--- config.mk ---
export PLATFORM = sky130hd
export DESIGN_NAME = dpot_top
export DESIGN_NICKNAME = d
export VERILOG_FILES = /design/src/rtl/dpot_pkg.sv /design/src/rtl/dpot_line_sync.sv /design/src/rtl/dpot_link.sv /design/src/rtl/dpot_regs.sv /design/src/rtl/dpot_busy.sv /design/src/rtl/dpot_top.sv
export SDC_FILE = /design/constraint.sdc
export NUM_CORES = 1
export LEC_CHECK = 0
export BUFFER_PORTS_ARGS = -buffer_cell sky130_fd_sc_hd__buf_2
export CAP_MARGIN = 0
export CORE_MARGIN = 10
export CORE_UTILIZATION = 50
export CTS_BUF_LIST = sky130_fd_sc_hd__clkbuf_16
export CTS_CLUSTER_DIAMETER = 30
export DETAILED_ROUTE_END_ITERATION = 6
export PLACE_DENSITY = 0.78
export SLEW_MARGIN = 5
export SYNTH_ARGS = -nofsm -noshare
export SYNTH_HDL_FRONTEND = slang
export SYNTH_HIERARCHICAL = 1
export SYNTH_SLANG_ARGS = --single-unit
--- constraint.sdc ---
create_clock -name clk_i -period 6.8 [get_ports clk_i]
set_input_delay 0.68 -clock clk_i [delete_from_list [all_inputs] [get_ports clk_i]]
set_output_delay 0.68 -clock clk_i [all_outputs]
set_load 0.01 [all_outputs]
--- src/rtl/dpot_pkg.sv ---
package dpot_pkg;
  typedef enum logic [2:0] {
    S_IDLE, S_ADDR, S_ADDR_ACK, S_RX, S_RX_ACK, S_TX, S_TX_ACK
  } link_state_e;

  localparam logic [1:0] KIND_WIPER  = 2'b00;
  localparam logic [1:0] KIND_DREG   = 2'b01;
  localparam logic [1:0] KIND_STATUS = 2'b10;
endpackage

--- src/rtl/dpot_line_sync.sv ---
module dpot_line_sync (
  input  logic clk_i,
  input  logic rst_ni,
  input  logic scl_i,
  input  logic sda_i,
  output logic scl_o,
  output logic sda_o,
  output logic scl_rise_o,
  output logic scl_fall_o,
  output logic start_o,
  output logic stop_o
);
  logic [2:0] scl_q, sda_q;

  always_ff @(posedge clk_i or negedge rst_ni) begin
    if (!rst_ni) begin
      scl_q <= 3'b111;
      sda_q <= 3'b111;
    end else begin
      scl_q <= {scl_q[1:0], scl_i};
      sda_q <= {sda_q[1:0], sda_i};
    end
  end

  assign scl_o      = scl_q[1];
  assign sda_o      = sda_q[1];
  assign scl_rise_o = scl_q[1] & ~scl_q[2];
  assign scl_fall_o = ~scl_q[1] & scl_q[2];
  assign start_o    = scl_q[1] & scl_q[2] & sda_q[2] & ~sda_q[1];
  assign stop_o     = scl_q[1] & scl_q[2] & ~sda_q[2] & sda_q[1];
endmodule

--- src/rtl/dpot_link.sv ---
module dpot_link
  import dpot_pkg::*;
#(
  parameter logic [3:0] DEV_ID = 4'b0101
) (
  input  logic       clk_i,
  input  logic       rst_ni,
  input  logic       sda_i,
  input  logic       scl_rise_i,
  input  logic       scl_fall_i,
  input  logic       start_i,
  input  logic       stop_i,
  input  logic [2:0] dev_addr_i,
  input  logic       busy_i,
  input  logic [7:0] rd_data_i,
  output logic       sda_oe_o,
  output logic       ptr_we_o,
  output logic       wr_en_o,
  output logic [7:0] byte_o,
  output logic       rd_load_o,
  output logic       addr_ack_o
);
  link_state_e state_q;
  logic [7:0]  sh_q;
  logic [3:0]  cnt_q;
  logic        rw_q, first_q, mack_q;

  assign byte_o     = sh_q;
  assign addr_ack_o = (state_q == S_ADDR_ACK);

  always_ff @(posedge clk_i or negedge rst_ni) begin
    if (!rst_ni) begin
      state_q   <= S_IDLE;
      sh_q      <= '0;
      cnt_q     <= '0;
      rw_q      <= 1'b0;
      first_q   <= 1'b0;
      mack_q    <= 1'b0;
      sda_oe_o  <= 1'b0;
      ptr_we_o  <= 1'b0;
      wr_en_o   <= 1'b0;
      rd_load_o <= 1'b0;
    end else begin
      ptr_we_o  <= 1'b0;
      wr_en_o   <= 1'b0;
      rd_load_o <= 1'b0;
      if (start_i) begin
        state_q  <= S_ADDR;
        cnt_q    <= '0;
        sda_oe_o <= 1'b0;
      end else if (stop_i) begin
        state_q  <= S_IDLE;
        sda_oe_o <= 1'b0;
      end else begin
        unique case (state_q)
          S_IDLE: ;
          S_ADDR, S_RX: begin
            if (scl_rise_i) begin
              sh_q  <= {sh_q[6:0], sda_i};
              cnt_q <= cnt_q + 4'd1;
            end else if (scl_fall_i && cnt_q == 4'd8) begin
              if (state_q == S_ADDR) begin
                if (sh_q[7:1] == {DEV_ID, dev_addr_i} && !busy_i) begin
                  sda_oe_o <= 1'b1;
                  rw_q     <= sh_q[0];
                  state_q  <= S_ADDR_ACK;
                end else begin
                  state_q  <= S_IDLE;
                end
              end else begin
                sda_oe_o <= 1'b1;
                state_q  <= S_RX_ACK;
                first_q  <= 1'b0;
                if (first_q) ptr_we_o <= 1'b1;
                else         wr_en_o  <= 1'b1;
              end
            end
          end
          S_ADDR_ACK, S_RX_ACK: begin
            if (scl_fall_i) begin
              if (state_q == S_ADDR_ACK && rw_q) begin
                sh_q      <= rd_data_i;
                sda_oe_o  <= ~rd_data_i[7];
                rd_load_o <= 1'b1;
                cnt_q     <= 4'd1;
                state_q   <= S_TX;
              end else begin
                if (state_q == S_ADDR_ACK) first_q <= 1'b1;
                sda_oe_o <= 1'b0;
                cnt_q    <= '0;
                state_q  <= S_RX;
              end
            end
          end
          S_TX: begin
            if (scl_fall_i) begin
              if (cnt_q == 4'd8) begin
                sda_oe_o <= 1'b0;
                state_q  <= S_TX_ACK;
              end else begin
                sda_oe_o <= ~sh_q[6];
                sh_q     <= {sh_q[6:0], 1'b0};
                cnt_q    <= cnt_q + 4'd1;
              end
            end
          end
          S_TX_ACK: begin
            if (scl_rise_i) begin
              mack_q <= ~sda_i;
            end else if (scl_fall_i) begin
              if (mack_q) begin
                sh_q      <= rd_data_i;
                sda_oe_o  <= ~rd_data_i[7];
                rd_load_o <= 1'b1;
                cnt_q     <= 4'd1;
                state_q   <= S_TX;
              end else begin
                state_q <= S_IDLE;
              end
            end
          end
          default: state_q <= S_IDLE;
        endcase
      end
    end
  end
endmodule

--- src/rtl/dpot_regs.sv ---
module dpot_regs
  import dpot_pkg::*;
#(
  parameter int NUM_POTS  = 4,
  parameter int NUM_PAGES = 4,
  parameter int DW        = 8
) (
  input  logic                   clk_i,
  input  logic                   rst_ni,
  input  logic                   ptr_we_i,
  input  logic                   wr_en_i,
  input  logic                   rd_load_i,
  input  logic [7:0]             byte_i,
  input  logic                   wp_i,
  output logic [7:0]             rd_data_o,
  output logic                   nv_wr_o,
  output logic [7:0]             ptr_o,
  output logic [NUM_POTS*DW-1:0] wipers_o
);
  localparam int POT_W  = $clog2(NUM_POTS);
  localparam int PAGE_W = $clog2(NUM_PAGES);
  localparam int NDR    = NUM_POTS * NUM_PAGES;

  logic [7:0]                ptr_q;
  logic [DW-1:0]             wiper_q [NUM_POTS];
  logic [DW-1:0]             dr_q    [NDR];
  logic [DW-1:0]             status_q;
  logic [1:0]                kind;
  logic [POT_W-1:0]          pot;
  logic [PAGE_W+POT_W-1:0]   dr_idx;

  assign kind   = ptr_q[7:6];
  assign pot    = ptr_q[POT_W-1:0];
  assign dr_idx = {ptr_q[4 +: PAGE_W], pot};
  assign ptr_o  = ptr_q;
  assign nv_wr_o = wr_en_i && kind == KIND_DREG && wp_i;

  always_comb begin
    unique case (kind)
      KIND_WIPER:  rd_data_o = 8'(wiper_q[pot]);
      KIND_DREG:   rd_data_o = 8'(dr_q[dr_idx]);
      KIND_STATUS: rd_data_o = 8'(status_q);
      default:     rd_data_o = '0;
    endcase
  end

  always_ff @(posedge clk_i or negedge rst_ni) begin
    if (!rst_ni) begin
      ptr_q    <= '0;
      status_q <= '0;
      for (int i = 0; i < NUM_POTS; i++) wiper_q[i] <= '0;
      for (int i = 0; i < NDR; i++)      dr_q[i]    <= '0;
    end else if (ptr_we_i) begin
      ptr_q <= byte_i;
    end else if (wr_en_i) begin
      unique case (kind)
        KIND_WIPER:  wiper_q[pot] <= DW'(byte_i);
        KIND_DREG: begin
          wiper_q[pot] <= DW'(byte_i);
          if (wp_i) dr_q[dr_idx] <= DW'(byte_i);
        end
        KIND_STATUS: status_q <= DW'(byte_i);
        default: ;
      endcase
      ptr_q[POT_W-1:0] <= pot + 1'b1;
    end else if (rd_load_i) begin
      if (kind == KIND_DREG) wiper_q[pot] <= dr_q[dr_idx];
      ptr_q[POT_W-1:0] <= pot + 1'b1;
    end
  end

  for (genvar g = 0; g < NUM_POTS; g++) begin : g_wout
    assign wipers_o[g*DW +: DW] = wiper_q[g];
  end
endmodule

--- src/rtl/dpot_busy.sv ---
module dpot_busy #(
  parameter int BUSY_CYCLES = 500000
) (
  input  logic clk_i,
  input  logic rst_ni,
  input  logic nv_wr_i,
  input  logic start_i,
  input  logic stop_i,
  output logic busy_o
);
  localparam int CW = $clog2(BUSY_CYCLES + 1);

  logic [CW-1:0] cnt_q;
  logic          pend_q;

  assign busy_o = (cnt_q != '0);

  always_ff @(posedge clk_i or negedge rst_ni) begin
    if (!rst_ni) begin
      cnt_q  <= '0;
      pend_q <= 1'b0;
    end else begin
      if (start_i)      pend_q <= 1'b0;
      else if (nv_wr_i) pend_q <= 1'b1;
      else if (stop_i)  pend_q <= 1'b0;

      if (stop_i && pend_q) cnt_q <= CW'(BUSY_CYCLES);
      else if (busy_o)      cnt_q <= cnt_q - 1'b1;
    end
  end
endmodule

--- src/rtl/dpot_top.sv ---
module dpot_top #(
  parameter logic [3:0] DEV_ID      = 4'b0101,
  parameter int         NUM_PAGES   = 4,
  parameter int         BUSY_CYCLES = 500000
) (
  input  logic        clk_i,
  input  logic        rst_ni,
  input  logic        scl_i,
  input  logic        sda_i,
  output logic        sda_oe_o,
  input  logic [2:0]  dev_addr_i,
  input  logic        wp_i,
  output logic [31:0] wipers_o
);
  logic       scl_s, sda_s, scl_rise, scl_fall, start_evt, stop_evt;
  logic       busy, ptr_we, wr_en, rd_load, nv_wr, addr_ack;
  logic [7:0] rx_byte, rd_data, ptr;

  dpot_line_sync u_sync (
    .clk_i, .rst_ni, .scl_i, .sda_i,
    .scl_o(scl_s), .sda_o(sda_s), .scl_rise_o(scl_rise), .scl_fall_o(scl_fall),
    .start_o(start_evt), .stop_o(stop_evt)
  );

  dpot_link #(.DEV_ID(DEV_ID)) u_link (
    .clk_i, .rst_ni, .sda_i(sda_s), .scl_rise_i(scl_rise), .scl_fall_i(scl_fall),
    .start_i(start_evt), .stop_i(stop_evt), .dev_addr_i, .busy_i(busy),
    .rd_data_i(rd_data), .sda_oe_o, .ptr_we_o(ptr_we), .wr_en_o(wr_en),
    .byte_o(rx_byte), .rd_load_o(rd_load), .addr_ack_o(addr_ack)
  );

  dpot_regs #(.NUM_POTS(4), .NUM_PAGES(NUM_PAGES), .DW(8)) u_regs (
    .clk_i, .rst_ni, .ptr_we_i(ptr_we), .wr_en_i(wr_en), .rd_load_i(rd_load),
    .byte_i(rx_byte), .wp_i, .rd_data_o(rd_data), .nv_wr_o(nv_wr),
    .ptr_o(ptr), .wipers_o
  );

  dpot_busy #(.BUSY_CYCLES(BUSY_CYCLES)) u_busy (
    .clk_i, .rst_ni, .nv_wr_i(nv_wr), .start_i(start_evt), .stop_i(stop_evt),
    .busy_o(busy)
  );
endmodule

==> results.md, run 1 <==
* Post-CTS Resized at 0
* WL final at 27.6 mm
* Kind of critical path: reg -> reg
* Period utilisation layout at 49.0%
* Nets@finish at 990
* N_diodes at 0
* Mapped Area at 11200 µm²
* Setup TNS at 0 ns
* # DRC at 0
* Routed Antenna Nets at 0
* Initial Util at 51.1%
* Number of CTS-inserted buffers at 43
* Final core occ at 59.6%
* CTS Sinks at 222
* Routed vias at 8046
* DP HPWL at 17.4 mm
* Leakage at 0.00615 µW
* Ports at 41
* Hold depth at 1
* CP Max Fanout at 16
* Final hold vios at 0
* Largest net degree at the start of global routing at 129
* GPL Wtd Cong at 0.872
* Worst Setup End Kind: register
* First-pass DRT Iterations at 5
* Row cnt at 54
* Worst path required time at 7.19 ns
* Starting DRC count in detailed routing at 904
* Via density per instance at 6.24
* Synthesis Warnings at 6
* DR WL/cell at 21.4 µm
* Worst reg2reg startpoint: u_regs/ptr_o[0]$_DFFE_PN0P_
* Syn Area/Cell at 11.8 µm²
* Root Driver: clkbuf_16
* Startpoint Class: register
* Die X-Extent at 170 µm
* Worst-Skew Late Latency at 0.52 ns
* Maxcap violations at 0
* Setup Fix Bufs, Post-CTS at 0
* Gr usage total at 18.8%
* RSZ-0062 raised after global routing: false
* Status: complete, no violations
* Setup Viol. Count Final at 0
* Max IR drop VDD at 181 µV
* CTS tree: done
* Worst EP arrival at 3.73 ns
* Bufs on Longest Clock Path at 3
* HP Start: scl_i
* Clock skew at 0.0181 ns
* Vias in the first global route at 7939
* Layout cells sized above 1 at 31.5%
* Initial antenna violation count at 0
* Core Area at 21900 µm²
* Cells on worst reg2reg path at 7
* Global route overflow at 0
* Slew HR at 6.61%
* Hold crit path type: in -> reg
* Htree depth at 2
* Syn-to-layout area delta at 16.7%
* Clock transition at the registers of the reported paths at 0.05 ns
* Slew @ Worst Pin at 1.40 ns
* Max-slew violation count at 0
* Post-layout minimum cycle time at 3.33 ns
* Net Count, Synth at 964
* Fmax at 0.300 GHz
* PwrDens at 336 nW/µm²
* Synth Instances at 949
* # port buffers at 40
* Die Area at 28700 µm²
* Die height at 170 µm
* Cts hold-fix bufs at 0
* Setup crit start: u_regs/ptr_o[0]$_DFFE_PN0P_
* First-pass GRT wire length at 43.9 mm
==> state kept, by name, indices dropped and copies added (netlist names) <==
signal,cells
u_busy/cnt_q,19
u_busy/pend_q,1
u_link/byte_o,8
u_link/cnt_q,4
u_link/first_q,1
u_link/mack_q,1
u_link/ptr_we_o,1
u_link/rd_load_o,1
u_link/rw_q,1
u_link/sda_oe_o,1
u_link/state_q,3
u_link/wr_en_o,1
u_regs/dr_q,128
u_regs/ptr_o,6
u_regs/status_q,8
u_regs/wipers_o,32
u_sync/scl_q,3
u_sync/sda_q,3
==> through the flow <==
stage / total power [µW] / cell area [µm²] / setup slack, ns / hold WS, ns / cells
2_1_floorplan: 1910 / 11200 / 4.53 / 0.345 / 949
3_3_place_gp: 2090 / 11500 / 3.65 / 0.347 / 1210
3_5_place_dp: 2110 / 11500 / 3.64 / 0.347 / 1210
4_1_cts: 4400 / 13000 / 3.59 / 0.237 / 1289
5_1_grt: 4530 / 13000 / 3.28 / 0.239 / 1289
6_report: 4380 / 13000 / 3.47 / 0.253 / 1289
==> path summary, 6_finish.rpt <==
kind	to	slack [ns]
worst min register to register	u_sync/sda_q[1]$_DFF_PN1_	0.35
worst min-delay path	u_sync/scl_q[0]$_DFF_PN1_	0.25
min in group asynchronous	u_regs/wipers_o[3]$_DFFE_PN0P_	0.27
max in group asynchronous	u_regs/dr_q[39]$_DFFE_PN0P_	5.33
worst max-delay path	u_link/byte_o[4]$_DFFE_PN0P_	3.47
worst max register to register	u_link/byte_o[4]$_DFFE_PN0P_	3.47
==> layer usage <==
layer  part of all wire [%]  wire (µm)  up-vias  global-route usage [%]
met5                      0          0        -                       0
met4                    2.6        723        0                    7.02
met3                    8.1       2240       58                    4.31
met2                     47      12800      364                    29.1
met1                     43      11800     4066                    25.2
li1                       -          -     3558                       -
==> critical path, stage by stage (launching register included) <==
cell and delay [ns]:
dfrtp_1 0.82, nor2b_1 1.16, a22oi_1 0.41, nand3b_1 0.23, a31oi_1 0.14, nand2_1 0.12, nand2_1 0.05, mux2_2 0.27
==> cell type report <==
| type | count | area, µm² |
|---|---|---|
| timing repair buffer | 47 | 263 |
| fill | 1668 | 8850 |
| inverter | 17 | 63.8 |
| clock buffer | 43 | 1080 |
| tap | 280 | 350 |
| clock inverter | 36 | 483 |
| sequential | 222 | 5570 |
| multi-input combinational | 644 | 5240 |
==> where the power goes <==
part / switching (µW) / total [µW] / leakage [µW] / internal (µW)
Combinational: 324 / 528 / 0.00231 / 204
Clock: 697 / 2270 / 0.000771 / 1570
Sequential: 213 / 1590 / 0.00307 / 1370
==> cells in the final DEF (no fill, tap or decap), types with 4 or more instances in the layout <==
cell type / count
dfrtp_1: 215
mux2_2: 148
mux2i_1: 68
nor2_1: 66
nand2_1: 49
clkbuf_16: 43
a31oi_1: 43
buf_2: 39
a22oi_1: 32
o21ai_0: 21
inv_1: 20
nand3_1: 20
a21oi_1: 16
nor3_1: 13
nand3b_1: 12
bufinv_16: 11
nand2b_1: 8
mux4_2: 8
a2bb2oi_1: 8
clkinv_2: 7
buf_4: 7
o31ai_1: 7
ha_1: 7
a32oi_1: 7
inv_6: 6
nor2b_1: 6
nor2_4: 6
nor2_2: 6
dfstp_2: 6
or4_1: 5
and3_1: 5
clkinv_1: 4
clkinvlp_4: 4
or3_1: 4
nand3b_4: 4
nor3_4: 4
Power figures use the tool's default switching activity.
==> run 2: changes to the inputs <==
--- a/config.mk
+++ b/config.mk
@@ -5,6 +5,7 @@
 export SDC_FILE = /design/constraint.sdc
 export NUM_CORES = 1
 export LEC_CHECK = 0
+export ABC_AREA = 1
 export BUFFER_PORTS_ARGS = -buffer_cell sky130_fd_sc_hd__buf_2
 export CAP_MARGIN = 0
 export CORE_MARGIN = 10
@@ -12,7 +13,7 @@
 export CTS_BUF_LIST = sky130_fd_sc_hd__clkbuf_16
 export CTS_CLUSTER_DIAMETER = 30
 export DETAILED_ROUTE_END_ITERATION = 6
-export PLACE_DENSITY = 0.78
+export PLACE_DENSITY = 0.8
 export SLEW_MARGIN = 5
 export SYNTH_ARGS = -nofsm -noshare
 export SYNTH_HDL_FRONTEND = slang
==> constraint.sdc (replaced) <==
create_clock -name clk_i -period 2.8 [get_ports clk_i]
set_input_delay 0.28 -clock clk_i [delete_from_list [all_inputs] [get_ports clk_i]]
set_output_delay 0.28 -clock clk_i [all_outputs]
set_load 0.01 [all_outputs]
==> results.md, run 2 <==
* GR peak layer: met2
* Syn Area/Cell at 7.34 µm² (-38%)
* Largest Register: u_regs/dr_q
* Number of CTS-inserted buffers at 43 (unchanged)
* N_diodes at 0 (unchanged)
* Root Driver: clkbuf_16
* RSZ-0062 raised after global routing: false
* Setup Viol. Count Final at 0 (unchanged)
* Post-route insts no fill at 2009 (+56%)
* Period utilisation layout at 84.0% (+35 points)
* Core Area at 23300 µm² (+6.6%)
* CTS Sinks at 222 (unchanged)
* Largest net degree at the start of global routing at 66 (-49%)
* Setup TNS at 0 ns (unchanged)
* Maxcap violations at 0 (unchanged)
* Hold crit path type: in -> reg
* R2R Path End: u_link/sda_oe_o$_DFFE_PN0P_
* DP HPWL at 21.0 mm (+21%)
* Setup crit end: u_link/sda_oe_o$_DFFE_PN0P_
* Starting DRC count in detailed routing at 1068 (+18%)
* Cells on worst reg2reg path at 14 (+7)
* Kind of critical path: reg -> reg
* CTS tree: done
* Die X-Extent at 174 µm (+2.5%)
* Final core occ at 59.1% (-0.50 points)
* Htree depth at 2 (unchanged)
* Post-layout minimum cycle time at 2.35 ns (-0.979 ns)
* GR met3 Demand/Resource at 4.53% (+0.22 points)
* Die height at 174 µm (+2.5%)
* Leakage at 0.00691 µW (+12%)
* R2R Setup Slk at 0.45 ns (-3.02 ns)
* Most used cell, CP: nand2_1
* Worst path required time at 3.26 ns (-3.93 ns)
* M1 GR Usage at 26.3% (+1.1 points)
* Clock transition at the registers of the reported paths at 0.06 ns (about the same)
* Most frequent cells in the layout: nand2_1, dfrtp_1, inv_1, o21ai_0, nand3_1
* Die Area at 30200 µm² (+5.0%)
* CP max-delay cell: dfrtp_2
* Mapped Area at 11800 µm² (+5.7%)
* CP Max Fanout at 37 (+21)
* Worst EP arrival at 2.81 ns (-0.92 ns)
* Net Count, Synth at 1625 (+69%)
* Syn-to-layout area delta at 16.6% (about the same)
* Post-CTS Resized at 0 (unchanged)
* Vias in the first global route at 10300 (+30%)
* Worst-Skew Late Latency at 0.53 ns (about the same)
* CP Cell Sequence: inv_2, buf_12, nand2_1, nand3_1, nand2_1, nand2_1, nand2_1, o21ai_0, nand3_1, inv_1, o211ai_1, nand3b_1, nand3_1, a21oi_1
* Max FFs per register at 128 (unchanged)
* Via density per instance at 5.32 (-15%)
* Placed inst area at 12300 µm² (+7.1%)
* # port buffers at 40 (unchanged)
* Routed vias at 10700 (+33%)
* DR WL/cell at 15.8 µm (-26%)
* Routed Antenna Nets at 0 (unchanged)
* Synth Instances at 1610 (+70%)
* Slew @ Worst Pin at 0.820 ns (-0.578 ns)
* Initial Util at 50.6% (-0.41 points)
* Worst Setup End Kind: register
* First-pass GRT wire length at 52.6 mm (+20%)
* Gr usage total at 20.8% (+2.1 points)
* Fin area at 13800 µm² (+5.7%)
* Layout cells sized above 1 at 11.9% (-20 points)
* Slew HR at 45.3% (+39 points)
* Worst reg2reg startpoint: u_regs/ptr_o[0]$_DFFE_PN0P_
* Bufs on Longest Clock Path at 3 (unchanged)
* Hold slack at 0.246 ns (-0.00787 ns)
* Initial antenna violation count at 0 (unchanged)
* Setup crit start: u_regs/ptr_o[0]$_DFFE_PN0P_
* Global route overflow at 0 (unchanged)
* Fmax at 0.425 GHz (+42%)
* PwrDens at 805 nW/µm² (+140%)
* Cells after DPL at 1928 (+59%)
* Max IR drop VDD at 653 µV (+260%)
* Max-slew violation count at 0 (unchanged)
* Final hold vios at 0 (unchanged)
* Clock skew at 0.0215 ns (+0.00339 ns)
* WL final at 31.8 mm (+15%)
* Peak per-stage delay on the critical path at 0.52 ns (-0.64 ns)
* GPL Wtd Cong at 0.937 (+7.5%)
* Nets@finish at 1672 (+69%)
* Routing usage on met2 at 34.7% (+5.5 points)
* Status: complete, no violations
* Commonest non-fill, non-tap cell in the layout: nand2_1
* First-pass DRT Iterations at 5 (unchanged)
* Synthesis Warnings at 6 (unchanged)
* Row cnt at 56 (+3.7%)
* Ports at 41 (unchanged)
* # DRC at 0 (unchanged)
* Startpoint Class: register
-- run 2: layout make-up --
| type | instances | area, µm² |
|---|---|---|
| Inverter | 212 | 798 |
| Fill cell | 2014 | 9550 |
| Sequential cell | 222 | 5560 |
| Tap cell | 319 | 399 |
| Clock inverter | 35 | 379 |
| Timing Repair Buffer | 70 | 493 |
| Clock buffer | 43 | 1080 |
| Multi-Input combinational cell | 1108 | 5070 |
-- run 2: critical path: cells and delay by family (launching register included) --
| family | cells | cell delay (ns) |
|---|---|---|
| simple gates | 8 | 0.70 |
| compound gates | 3 | 0.59 |
| flops | 1 | 0.52 |
| buf+inv | 3 | 0.46 |
-- run 2: worst min path at each step --
| stage | startpoint | endpoint | cells past startpoint |
|---|---|---|---|
| 2_1_floorplan | rst_ni | u_busy/cnt_q[0]$_DFFE_PN0P_ | 0 |
| 3_3_place_gp | rst_ni | u_regs/dr_q[50]$_DFFE_PN0P_ | 1 |
| 3_5_place_dp | rst_ni | u_regs/dr_q[50]$_DFFE_PN0P_ | 1 |
| 4_1_cts | dev_addr_i[0] | u_link/rw_q$_DFFE_PN0P_ | 7 |
| 5_1_grt | dev_addr_i[0] | u_link/rw_q$_DFFE_PN0P_ | 7 |
| 6_report | dev_addr_i[0] | u_link/rw_q$_DFFE_PN0P_ | 7 |
-- run 2: report_power, final --
group	switching [µW]	internal, µW	leakage [µW]	total, µW
Sequential	253	3430	0.00303	3680
Clock	1880	3270	0.000711	5150
Combinational	1610	653	0.00317	2270
-- run 2: through the flow --
| stage | total power, µW | setup slack [ns] |
|---|---|---|
| after floorplan | 5200 | 0.490 |
| after global placement | 5870 | 0.582 |
| after global routing | 11600 | 0.241 |
| after detailed placement | 5930 | 0.522 |
| after CTS | 11100 | 0.524 |
| final | 11100 | 0.447 |
-- run 2: routing by layer --
metal | part of all wire (%) | routed length (µm) | vias to the layer above
met2 | 48 | 15300 | 411
met3 | 7.3 | 2320 | 73
met1 | 42 | 13300 | 5061
met4 | 2.7 | 859 | 0
met5 | 0 | 0 | -
li1 | - | - | 5133
-- run 2: repair_timing --
action                                  in CTS  in global routing
hold buffers                                 3                  0
hold endpoints to repair                    63                  0
endpoints found under the setup margin       0                  0
buffers inserted                             0                  0
==> run 3: changes to the inputs <==
--- a/config.mk
+++ b/config.mk
@@ -5,7 +5,7 @@
 export SDC_FILE = /design/constraint.sdc
 export NUM_CORES = 1
 export LEC_CHECK = 0
-export ABC_AREA = 1
+export ABC_AREA = 0
 export BUFFER_PORTS_ARGS = -buffer_cell sky130_fd_sc_hd__buf_2
 export CAP_MARGIN = 0
 export CORE_MARGIN = 10
==> constraint.sdc (replaced) <==
create_clock -name clk_i -period 1.9 [get_ports clk_i]
set_input_delay 0.19 -clock clk_i [delete_from_list [all_inputs] [get_ports clk_i]]
set_output_delay 0.19 -clock clk_i [all_outputs]
set_load 0.01 [all_outputs]
==> results.md, run 3 (synthesis gave the netlist of run 1 again) <==
* Worst-Skew Late Latency at 0.55 ns (+0.02 ns)
* Global route overflow at 0 (unchanged)
* First-pass GRT wire length at 59.7 mm (+14%)
* Starting DRC count in detailed routing at 1858 (+74%)
* Routed Antenna Nets at 0 (unchanged)
* Kind of critical path: reg -> reg
* # port buffers at 40 (unchanged)
* Hold crit path type: in -> async
* Cells after DPL at 1370 (-29%)
* GPL Wtd Cong at 0.902 (-3.8%)
* Ports at 41 (unchanged)
* Worst path required time at 2.36 ns (-0.90 ns)
* Layout cells sized above 1 at 57.6% (+46 points)
* CP max-delay cell: mux4_2
* Largest Register: u_regs/dr_q
* CTS Sinks at 222 (unchanged)
* PwrDens at 1030 nW/µm² (+29%)
* Status: complete, but fails checks
* Slew @ Worst Pin at 0.998 ns (+0.178 ns)
* Worst Setup End Kind: register
* WL final at 50.8 mm (+60%)
* Reg area at 5570 µm² (about the same)
* CTS tree: done
* Post-route insts no fill at 1499 (-25%)
* Clock transition at the registers of the reported paths at 0.06 ns (about the same)
* Post-layout minimum cycle time at 2.71 ns (+0.357 ns)
* Final setup margin at -0.809 ns (-1.26 ns)
* Worst EP arrival at 3.17 ns (+0.36 ns)
* Most used cell, CP: nor2_1
* Startpoint Class: register
* Failing checks: negative setup slack
* CP bufs+invs at 1 (-2)
* Maxcap violations at 0 (unchanged)
* Row cnt at 54 (-3.6%)
* Syn-to-layout area delta at 51.2%
* Routed vias at 10700 (-0.028%)
* Htree depth at 2 (unchanged)
* Top Family by Delay on Critical Path: compound AO/OA/AOI/OAI gates
* Core Area at 21900 µm² (-6.2%)
* Root Driver: clkbuf_16
* Peak per-stage delay on the critical path at 0.62 ns (+0.10 ns)
* Fill count at 1043 (-48%)
* Clock skew at 0.0248 ns (+0.00336 ns)
* Bufs on Longest Clock Path at 3 (unchanged)
* Fmax at 0.369 GHz (-13%)
* Final hold vios at 0 (unchanged)
* Max-slew violation count at 0 (unchanged)
* Commonest non-fill, non-tap cell in the layout: dfrtp_1
* Vias in the first global route at 10400 (+0.57%)
* DP HPWL at 20.7 mm (-1.2%)
* Gr usage total at 26.2% (+5.4 points)
* Leakage at 0.00760 µW (+10%)
* Period utilisation layout at 143% (+59 points)
* Max IR drop VDD at 1150 µV (+76%)
* Initial antenna violation count at 3 (+3)
* Number of CTS-inserted buffers at 42 (-2.3%)
* Most frequent cells in the layout: dfrtp_1, buf_4, mux2_4, nand2_1, clkbuf_16
* Max FFs per register at 128 (unchanged)
* RSZ-0062 raised after global routing: true
* CP Cell Sequence: buf_6, mux4_2, nor2_1, a2bb2oi_2, a31oi_4, o21a_1, nor2_1, o211ai_1, mux2i_1
* Die Area at 28700 µm² (-4.8%)
* DR WL/cell at 33.9 µm (+110%)
* Fin area at 16900 µm² (+23%)
* # DRC at 0 (unchanged)
* Slew HR at 33.5% (-12 points)
* CP Max Fanout at 5 (-86%)
* Initial Util at 51.1% (+0.41 points)
* Nets@finish at 1201 (-28%)
* Final core occ at 77.2% (+18 points)
* First-pass DRT Iterations at 6 (+1)
* Die height at 170 µm (-2.4%)
* Via density per instance at 7.12 (+34%)
* Multi-input logic area at 6980 µm² (+38%)
* Die X-Extent at 170 µm (-2.4%)
* Largest net degree at the start of global routing at 73 (+11%)
* Setup Viol. Count Final at 189 (+189)
* Placed inst area at 13100 µm² (+6.3%)
[run 3: cell count changes in the layout (fill, tap and decap cells not counted), moves of 28 or more]
| cell | delta |
|---|---|
| a22oi_2 | +30 |
| nor2_1 | -65 |
| inv_1 | -192 |
| nand2_1 | -537 |
| buf_4 | +118 |
| nand3_1 | -132 |
| mux2i_1 | +44 |
| mux2_4 | +135 |
| buf_12 | +28 |
| o21ai_0 | -145 |
| buf_6 | +37 |
[run 3: cell type report]
cell class / count / area share, %
clock buffers: 43 / 6.37
well taps: 280 / 2.07
flip-flops and latches: 222 / 32.9
repair buffers: 259 / 14.7
inverters: 17 / 0.496
multi-input cells: 644 / 41.3
diodes: 1 / 0.0148
clock inverters: 33 / 2.06
[run 3: final timing paths]
kind / start / endpoint / slack, ns / depth (start not counted)
min in group clk_i: sda_i / u_sync/sda_q[0]$_DFF_PN1_ / 0.31 / 2
worst min-delay path: rst_ni / u_regs/dr_q[39]$_DFFE_PN0P_ / 0.23 / 2
max in group asynchronous: rst_ni / u_regs/ptr_o[4]$_DFFE_PN0P_ / 0.96 / 3
worst min register to register: u_sync/sda_q[0]$_DFF_PN1_ / u_sync/sda_q[1]$_DFF_PN1_ / 0.35 / 0
worst max register to register: u_regs/ptr_o[0]$_DFFE_PN0P_ / u_link/sda_oe_o$_DFFE_PN0P_ / -0.81 / 9
worst max-delay path: u_regs/ptr_o[0]$_DFFE_PN0P_ / u_link/sda_oe_o$_DFFE_PN0P_ / -0.81 / 9
[run 3: metal layers]
layer	share of wire, %	GRT usage [%]	vias up
li1	-	-	3999
met1	33	30.0	5256
met2	46	43.8	1012
met3	11	6.42	406
met4	10	15.1	2
met5	0.022	1.39	-
[run 3: metrics by stage]
step           total power [µW]  hold WS (ns)  setup slack (ns)  setup TNS, ns
2_1_floorplan              6970        -0.106            -0.221          -1.41
3_3_place_gp               8370         0.203            -0.209          -9.40
3_5_place_dp               8470         0.206            -0.335         -17.79
4_1_cts                   16200         0.265            -0.293          -8.42
5_1_grt                   17800         0.280            -0.881         -48.79
6_report                  17500         0.225            -0.809         -47.17
[run 3: power breakdown]
part,internal [µW],switching (µW),total (µW)
sequential,4920,264,5180
combinational,1690,2870,4560
clock,4690,3060,7750
total,11300,6190,17500
[run 3: timing repair]
| item | 4_1_cts | 5_1_grt |
|---|---|---|
| gates cloned | 4 | 2 |
| hold buffers | 3 | 0 |
| hold endpoints to repair | 66 | 0 |
| setup buffers | 26 | 28 |
| setup endpoints to repair | 177 | 197 |
| gates resized for setup | 163 | 239 |
| pin swaps | 39 | 81 |
